## config.mk

```make
export PLATFORM = sky130hd
export DESIGN_NAME = vc_escape_alloc
export DESIGN_NICKNAME = d
export VERILOG_FILES = /design/src/rtl/vca_pkg.sv /design/src/rtl/vca_vc_pick.sv /design/src/rtl/vca_wait_queue.sv /design/src/rtl/vc_escape_alloc.sv
export SDC_FILE = /design/constraint.sdc
export NUM_CORES = 1
export LEC_CHECK = 0
export ABC_AREA = 1
export BUFFER_PORTS_ARGS = -buffer_cell sky130_fd_sc_hd__buf_4
export CAP_MARGIN = 20
export CORE_MARGIN = 3
export CORE_UTILIZATION = 45
export CTS_CLUSTER_DIAMETER = 50
export DETAILED_ROUTE_END_ITERATION = 7
export MAX_ROUTING_LAYER = met4
export SYNTH_ARGS = -nofsm -noshare
export SYNTH_HDL_FRONTEND = slang
export SYNTH_HIERARCHICAL = 1
export SYNTH_SLANG_ARGS = --single-unit
```

## constraint.sdc

```tcl
create_clock -name clk -period 2.9 [get_ports clk]
set_clock_uncertainty 0.05 [all_clocks]
set_input_delay 0.58 -clock clk [delete_from_list [all_inputs] [get_ports clk]]
set_output_delay 0.58 -clock clk [all_outputs]
set_load 0.01 [all_outputs]
```

## src/rtl/vca_pkg.sv

```systemverilog
package vca_pkg;

    typedef enum logic {
        ORG_CLASS  = 1'b0,
        ORG_ESCAPE = 1'b1
    } vc_org_e;

    typedef enum logic [1:0] {
        Q_EMPTY = 2'd0,
        Q_PART  = 2'd1,
        Q_FULL  = 2'd2
    } q_state_e;

endpackage

```

## src/rtl/vca_vc_pick.sv

```systemverilog
module vca_vc_pick
    import vca_pkg::*;
#(
    parameter int      NUM_VC  = 5,
    parameter int      LOW_CNT = 2,
    parameter vc_org_e ORG     = ORG_ESCAPE
) (
    input  logic [NUM_VC-1:0]         free_i,
    input  logic                      up_i,
    output logic                      ok_o,
    output logic [$clog2(NUM_VC)-1:0] vc_o
);
    localparam int VC_W = $clog2(NUM_VC);
    localparam logic [NUM_VC-1:0] LOW_MASK = (NUM_VC'(1) << LOW_CNT) - NUM_VC'(1);
    localparam logic [NUM_VC-1:0] GEN_MASK = ~NUM_VC'(3);

    logic [NUM_VC-1:0] cand;
    logic [VC_W-1:0]   low_idx;

    // lowest set bit of the candidate vector
    always_comb begin
        low_idx = '0;
        for (int v = NUM_VC - 1; v >= 0; v--) begin
            if (cand[v]) low_idx = VC_W'(v);
        end
    end

    generate
        if (ORG == ORG_CLASS) begin : g_class
            always_comb begin
                cand = free_i & (up_i ? ~LOW_MASK : LOW_MASK);
                ok_o = |cand;
                vc_o = low_idx;
            end
        end else begin : g_escape
            always_comb begin
                cand = free_i & GEN_MASK;
                if (|cand) begin
                    ok_o = 1'b1;
                    vc_o = low_idx;
                end else begin
                    ok_o = up_i ? free_i[0] : free_i[1];
                    vc_o = up_i ? VC_W'(0) : VC_W'(1);
                end
            end
        end
    endgenerate

endmodule

```

## src/rtl/vca_wait_queue.sv

```systemverilog
module vca_wait_queue #(
    parameter int DEPTH = 4,
    parameter int ID_W  = 4,
    parameter int IDX_W = (DEPTH > 1) ? $clog2(DEPTH) : 1
) (
    input  logic             clk,
    input  logic             rst_n,
    input  logic             push_i,
    input  logic [ID_W-1:0]  push_id_i,
    input  logic             push_up_i,
    input  logic             pop_i,
    input  logic [IDX_W-1:0] pop_idx_i,
    output logic [DEPTH-1:0] vld_o,
    output logic [DEPTH-1:0] up_o,
    output logic [ID_W-1:0]  id_o [DEPTH]
);
    logic [DEPTH-1:0] vld_q, vld_n, up_q, up_n;
    logic [ID_W-1:0]  id_q [DEPTH];
    logic [ID_W-1:0]  id_n [DEPTH];

    // entry 0 is the oldest; a pop closes the gap, a push lands behind the last entry
    always_comb begin
        for (int i = 0; i < DEPTH; i++) begin
            int src;
            src = (pop_i && i >= int'(pop_idx_i)) ? i + 1 : i;
            if (src < DEPTH) begin
                vld_n[i] = vld_q[src];
                up_n[i]  = up_q[src];
                id_n[i]  = id_q[src];
            end else begin
                vld_n[i] = 1'b0;
                up_n[i]  = 1'b0;
                id_n[i]  = '0;
            end
        end
        if (push_i) begin
            for (int i = DEPTH - 1; i >= 0; i--) begin
                if (!vld_n[i] && (i == 0 || vld_n[(i > 0) ? i - 1 : 0])) begin
                    vld_n[i] = 1'b1;
                    up_n[i]  = push_up_i;
                    id_n[i]  = push_id_i;
                end
            end
        end
    end

    always_ff @(posedge clk or negedge rst_n) begin
        if (!rst_n) begin
            vld_q <= '0;
            up_q  <= '0;
            for (int i = 0; i < DEPTH; i++) id_q[i] <= '0;
        end else begin
            vld_q <= vld_n;
            up_q  <= up_n;
            for (int i = 0; i < DEPTH; i++) id_q[i] <= id_n[i];
        end
    end

    assign vld_o = vld_q;
    assign up_o  = up_q;
    always_comb for (int i = 0; i < DEPTH; i++) id_o[i] = id_q[i];

endmodule

```

## src/rtl/vc_escape_alloc.sv

```systemverilog
module vc_escape_alloc
    import vca_pkg::*;
#(
    parameter int      NUM_VC  = 5,
    parameter int      LOW_CNT = 2,
    parameter int      QDEPTH  = 4,
    parameter int      ID_W    = 4,
    parameter vc_org_e ORG     = ORG_ESCAPE
) (
    input  logic                      clk,
    input  logic                      rst_n,
    input  logic                      req_valid_i,
    input  logic [ID_W-1:0]           req_id_i,
    input  logic                      up_i,
    input  logic [NUM_VC-1:0]         rel_i,
    output logic                      grant_o,
    output logic [ID_W-1:0]           grant_id_o,
    output logic [$clog2(NUM_VC)-1:0] grant_vc_o,
    output logic [NUM_VC-1:0]         busy_o,
    output logic                      q_full_o
);
    localparam int VC_W  = $clog2(NUM_VC);
    localparam int IDX_W = $clog2(QDEPTH);

    q_state_e          state_q, state_n;
    logic [NUM_VC-1:0] busy_q, busy_n, free_w;
    logic [QDEPTH-1:0] ent_vld, ent_up, ent_ok;
    logic [ID_W-1:0]   ent_id [QDEPTH];
    logic [VC_W-1:0]   ent_vc [QDEPTH];
    logic              new_ok;
    logic [VC_W-1:0]   new_vc;
    logic              wait_hit, accept, push, pop, grant_n;
    logic [IDX_W-1:0]  wait_sel;
    logic [VC_W-1:0]   wait_vc, gvc_n;
    logic [ID_W-1:0]   wait_id, gid_n;

    // a channel released this cycle is already usable
    assign free_w = ~busy_q | rel_i;

    vca_wait_queue #(.DEPTH(QDEPTH), .ID_W(ID_W), .IDX_W(IDX_W)) wq_i (
        .clk      (clk),
        .rst_n    (rst_n),
        .push_i   (push),
        .push_id_i(req_id_i),
        .push_up_i(up_i),
        .pop_i    (pop),
        .pop_idx_i(wait_sel),
        .vld_o    (ent_vld),
        .up_o     (ent_up),
        .id_o     (ent_id)
    );

    generate
        for (genvar e = 0; e < QDEPTH; e++) begin : g_wait_pick
            vca_vc_pick #(.NUM_VC(NUM_VC), .LOW_CNT(LOW_CNT), .ORG(ORG)) pick_i (
                .free_i(free_w),
                .up_i  (ent_up[e]),
                .ok_o  (ent_ok[e]),
                .vc_o  (ent_vc[e])
            );
        end
    endgenerate

    vca_vc_pick #(.NUM_VC(NUM_VC), .LOW_CNT(LOW_CNT), .ORG(ORG)) new_pick_i (
        .free_i(free_w),
        .up_i  (up_i),
        .ok_o  (new_ok),
        .vc_o  (new_vc)
    );

    // oldest waiter with a usable channel, then the new request
    always_comb begin
        wait_hit = 1'b0;
        wait_sel = '0;
        wait_vc  = '0;
        wait_id  = '0;
        for (int e = QDEPTH - 1; e >= 0; e--) begin
            if (ent_vld[e] && ent_ok[e]) begin
                wait_hit = 1'b1;
                wait_sel = IDX_W'(e);
                wait_vc  = ent_vc[e];
                wait_id  = ent_id[e];
            end
        end
        accept  = req_valid_i && (state_q != Q_FULL);
        grant_n = wait_hit || (accept && new_ok);
        gvc_n   = wait_hit ? wait_vc : new_vc;
        gid_n   = wait_hit ? wait_id : req_id_i;
        pop     = wait_hit;
        push    = accept && (wait_hit || !new_ok);
        busy_n  = (busy_q & ~rel_i) | (grant_n ? (NUM_VC'(1) << gvc_n) : '0);
    end

    // occupancy state machine of the wait list
    always_comb begin
        state_n = state_q;
        unique case (state_q)
            Q_EMPTY: if (push) state_n = Q_PART;                                   // FIRST_WAIT
            Q_PART: begin
                if (push && !pop && ent_vld[QDEPTH-2]) state_n = Q_FULL;          // FILL
                else if (pop && !push && !ent_vld[1]) state_n = Q_EMPTY;          // DRAIN
            end
            Q_FULL:  if (pop && !push) state_n = Q_PART;                           // ROOM
            default: state_n = Q_EMPTY;
        endcase
    end

    always_ff @(posedge clk or negedge rst_n) begin
        if (!rst_n) state_q <= Q_EMPTY;
        else        state_q <= state_n;
    end

    always_ff @(posedge clk or negedge rst_n) begin
        if (!rst_n) begin
            busy_q     <= '0;
            grant_o    <= 1'b0;
            grant_id_o <= '0;
            grant_vc_o <= '0;
        end else begin
            busy_q     <= busy_n;
            grant_o    <= grant_n;
            grant_id_o <= grant_n ? gid_n : '0;
            grant_vc_o <= grant_n ? gvc_n : '0;
        end
    end

    always_comb begin
        busy_o   = busy_q;
        q_full_o = (state_q == Q_FULL);
    end

endmodule

```

# Word-level counts from Yosys, hierarchy flattened
# Cells that the tools add are included.
classes:
  shift: 1
  order_cmp: 15
  mux: 115
  reduce_logical: 29
  bitwise_logic: 9
  n_eq_ne: 6
ops:
  columns: ["op", "count"]
  rows:
  - ["< comparator 32 x 4 -> 1 bit (second input constant)", 8]
  - ["greater-or-equal comparator 32 x 3 -> 1 bit (second input constant)", 4]
  - ["inverter 32 bit", 4]
  - ["2-to-1 mux 4 bit", 24]
  - ["2-to-1 mux 1 bit", 52]
  - ["2-to-1 mux 3 bit", 15]
  - ["binary-select mux 4 bit (select 2 bit)", 4]
  - ["2-to-1 mux 2 bit", 9]
  - ["logical AND 1 bit", 17]
  - ["binary-select mux 1 bit (select 2 bit)", 8]
  - ["2-to-1 mux 16 bit", 1]
  - ["inverter 5 bit", 2]
  - ["bitwise OR 5 bit", 2]
  - ["logical NOT 1 bit", 7]
  - ["one-hot mux 2 bit (3 select lines)", 1]
  - ["bitwise AND 5 bit", 1]
  - ["2-to-1 mux 5 bit", 1]
  - ["left shift 1 x 3 -> 5 bit (first input constant)", 1]
  - ["greater-or-equal comparator 1 x 2 -> 1 bit (first input constant)", 2]
  - ["inequality test 2 bit (second input constant)", 2]
  - ["inequality test 3 bit (second input constant)", 1]
  - ["AND reduction 3 bit", 1]
  - ["OR reduction 3 bit", 1]
  - ["== test 2 x 1 -> 1 bit (second input constant)", 1]
  - ["other kinds (5)", 6]
word_totals:
  input_bits: 13
  out_inout_bits: 14
  ff_bits: 39
  word_cells: 186

# Logic depth before layout (Yosys ltp)
depth:
  word_depth: 20
  depth_mapped: 18
  mapped_depth_nobuf: 17

# Cells and area by module
# The synthesis kept the hierarchy.
modules_own_cells:
  columns: ["mod", "seq_area_each_um2", "cells_each", "instances", "area_per_inst_um2"]
  rows:
  - ["vca_wait_queue", 600.6, 176, 1, 1376.3]
  - ["vc_escape_alloc", 375.4, 148, 1, 1084.8]
  - ["vca_vc_pick", 0.0, 15, 5, 60.1]

# Least setup slack after synthesis
# OpenSTA, ideal clock, no wires.
synth_path:
  path_kind: "input -> register"
  start: "input rel_i[2]"
  end: "register wq_i.id_q (netlist bit wq_i/id_o[11])"
  t_required_ps: 2733
  arrival_time_ps: 2303
  n_path_buf: 1
  stages: 18
  slack_ps: 430
  setup_ps: 117
  path_cell_list: "inv_1 -> nand2_1 -> inv_2 -> nand2_2 -> nor2_1 -> nand2_1 -> buf_6 -> nand2_8 -> nand2_4 -> inv_1 -> nor2_1 -> nor2_2 -> nand2_2 -> nand2_4 -> nand2_4 -> nand3_2 -> nand2_1 -> nand2_1"
synth_rtl:
  columns: ["item", "line", "text"]
  rows:
  - ["from (decl)", "vc_escape_alloc.sv:15", "input logic [NUM_VC-1:0] rel_i,"]
  - ["to (decl)", "vca_wait_queue.sv:18", "logic [ID_W-1:0] id_q [DEPTH];"]

==> summary.txt <==
Status
  • Run status: completed

Clocking
  • Num Clock Sinks: 39
  • CTS root buf: clkbuf_8
  • CTS H-tree lvls: 2
  • Worst skew pair latency: 0.29 ns
  • Post-CTS Hold Buffers: 0
  • Post-CTS Setup Inserts: 0
  • Worst-path clk slew: 0.08 ns
  • Cts bufs inserted: 5
  • CTS tree: yes
  • Post-CTS sizing: 0
  • Worst-case clock buffer depth: 2

Global routing
  • Initial antenna violation count: 0
  • Pin count of the biggest net entering global routing: 40
  • Vias in the first global route: 2458
  • First-pass GRT wire length: 11.9 mm
  • Total grt overflow: 0
  • GRT Util Overall: 21.8%

Synth
  • Dominant cell type by area after synthesis: dfrtp_1
  • Seq/Total Area, Yosys: 35.3%
  • Avg Cell Area, Syn: 6.92 sq um
  • Yosys top cell area share: 35.3%
  • Fraction of registers with async set/reset: 100%
  • Yosys warns: 6
  • Synth top area cells: dfrtp_1 35%, nand2_1 17%, inv_1 6.5%
  • Synthesis-stage register bit count: 39
  • Most used DFF post-synth: dfrtp_1
  • Synth cell count leaders: 127 x nand2_1, 48 x inv_1, 43 x nor2_1
  • EDFF count, synth: 0
  • Distinct cells, synth: 30
  • Syn Nets: 412
  • Synth Cell Area: 2760 sq um
  • Post-Syn Instances: 399
  • Cell with the most instances after synthesis: nand2_1

Timing
  • Final TNS setup: 0 ns
  • Least-Margin Pin Slew: 0.568 ns
  • Period utilization: 84.4%
  • Slew Viols, Final: 0
  • Setup Viol. Count Final: 0
  • Fmax: 408 MHz
  • WHS: 0.205 ns
  • Tmin final: 2.45 ns
  • RSZ-0062 raised after global routing: false
  • Final hold violations: 0
  • Max transition margin: 62.0%

Hold path
  • Worst min path class: in2async

Setup path
  • Crit path max-delay cell type: nand2_1
  • Critical path class: in2reg
  • R2r setup slk: 0.45 ns
  • Critical Path End Type: flop
  • Critical Path Start Type: primary input
  • Critical Path Most Common Cell: nand2_1
  • Critical path cell sequence: buf_4 -> inv_1 -> nand2_1 -> inv_2 -> nand2_2 -> nor2_1 -> nand2_1 -> nand2_8 -> nand2_4 -> inv_1 -> nor2_1 -> buf_4 -> inv_2 -> nand2_2 -> nand2_1 -> nand2_4 -> nand3_2 -> nand2_1 -> nand2_1
  • Crit path DAT: 2.58 ns
  • CP Max Fanout: 9
  • Worst endpoint required time: 3.03 ns
  • Worst stage delay on the critical path: 0.26 ns
  • RR Endpoint: wq_i/id_o[8]$_DFF_PN0_
  • Reg2Reg Depth: 17
  • Reg2Reg Launch Point: busy_o[2]$_DFF_PN0_

Route
  • Drc violations: 0
  • Vias/cell: 4.90
  • Routed Wire Length: 7.25 mm
  • Wire per inst: 14.2 microns
  • DRT Pass-1 Iters: 4
  • DRT iter0 DRCs: 111
  • Routed vias: 2502
  • Routed Antenna Nets: 0

Finish
  • Synth-to-Final Area Change: 15.3%
  • Nets: 451
  • Final Util: 55.8%
  • Ant. Diodes: 0
  • Post-Layout Inst Area: 3180 sq um
  • Layout cells sized above 1: 24.4%

Job
  • Max Cap Viol: 0

Placed design
  • Port Buffers: 26
  • Post-DP Area: 3080 sq um
  • Post-DP HPWL: 5.52 mm
  • Final GP Congestion: 0.897

Die
  • Total core area: 5710 sq um
  • Die ar.: 7110 sq um
  • I/O Pins: 27
  • Initial Util: 48.4%
  • Die Y-Extent: 84.3 microns
  • FP Rows: 27
  • Die X: 84.3 microns

Power
  • Static Leak: 1.81 nW
  • Peak VDD IR: 0.695 mV
  • Cell Pwr Density: 977 nW/um^2
  • Post-layout total power: 3.11 mW
-- layout by cell type (no fill, tap or decap) --
cell type,count
clkbuf_1,1
buf_4,41
nand3_1,22
clkbuf_8,7
a21oi_4,2
inv_1,48
nand2_4,6
nand2_2,15
clkinv_4,1
nand2_1,127
dfrtp_1,39
nor2_2,3
nor2_1,43
o21ai_2,1
o211ai_1,4
o21ai_0,6
nor2_4,2
o21ai_1,9
o21bai_1,1
or2_2,2
inv_2,13
nand2_8,1
nand3b_1,2
a21oi_1,14
nand4_1,15
nand3_2,10
nand3_4,3
clkinv_1,1
-- worst max-delay path: cells and delay by family --
kind / cells / cell delay [ns]
and+or+nand+nor: 13 / 1.55
buffers and inverters: 6 / 0.44
-- where the power goes --
part,switching (mW),internal (mW),leakage (nW)
clock,0.192,0.217,0.0515
sequential,0.179,0.735,0.504
combinational,1.13,0.654,1.25
-- through the flow --
stage	worst slack [ns]	instances
after global placement	0.191	503
after detailed placement	0.157	503
after CTS	0.454	511
after global routing	0.160	511
final	0.451	511
after floorplan	0.430	399
-- registers in the layout (all words and copies together), names as in the netlist --
name / cells
state_q: 2
grant_vc_o: 3
wq_i/up_o: 4
grant_id_o: 4
busy_o: 5
grant_o: 1
wq_i/vld_o: 4
wq_i/id_o: 16
-- how the worst max path moves through the flow --
| stage | startpoint | cells after the start | slack, ns | endpoint |
|---|---|---|---|---|
| after floorplan | rel_i[2] | 18 | 0.43 | wq_i/id_o[11]$_DFF_PN0_ |
| after global placement | rel_i[2] | 19 | 0.19 | wq_i/id_o[8]$_DFF_PN0_ |
| after detailed placement | rel_i[2] | 19 | 0.16 | wq_i/id_o[8]$_DFF_PN0_ |
| after CTS | busy_o[2]$_DFF_PN0_ | 17 | 0.45 | wq_i/id_o[8]$_DFF_PN0_ |
| after global routing | busy_o[2]$_DFF_PN0_ | 16 | 0.16 | wq_i/up_o[3]$_DFF_PN0_ |
| final | rel_i[2] | 19 | 0.45 | wq_i/id_o[8]$_DFF_PN0_ |
-- cell type report --
cell class | count | area, sq um
Tap cell | 72 | 90.1
Clock buffer | 8 | 100
Timing Repair Buffer | 41 | 308
Inverter | 63 | 241
Sequential cell | 39 | 976
Fill cell | 575 | 2520
Multi-Input combinational cell | 288 | 1470
-- cells by family (layout without fill, tap and decap cells) --
| family | after synthesis | in the layout | synth area share (%) |
|---|---|---|---|
| AOI/OAI and AO/OA | 37 | 37 | 8.11 |
| DFF | 39 | 39 | 35.3 |
| buffers and inverters | 72 | 112 | 11.5 |
| and+or+nand+nor | 251 | 251 | 45.1 |
-- routing by layer --
metal / vias to the layer above / share of wire, % / track usage, %
met5: - / 0 / -
met2: 46 / 48 / 35.3
met4: 0 / 1.4 / 6.04
li1: 1321 / - / -
met3: 9 / 4.8 / 3.83
met1: 1126 / 46 / 28.1
No activity file was read; power rests on OpenSTA's default activity.
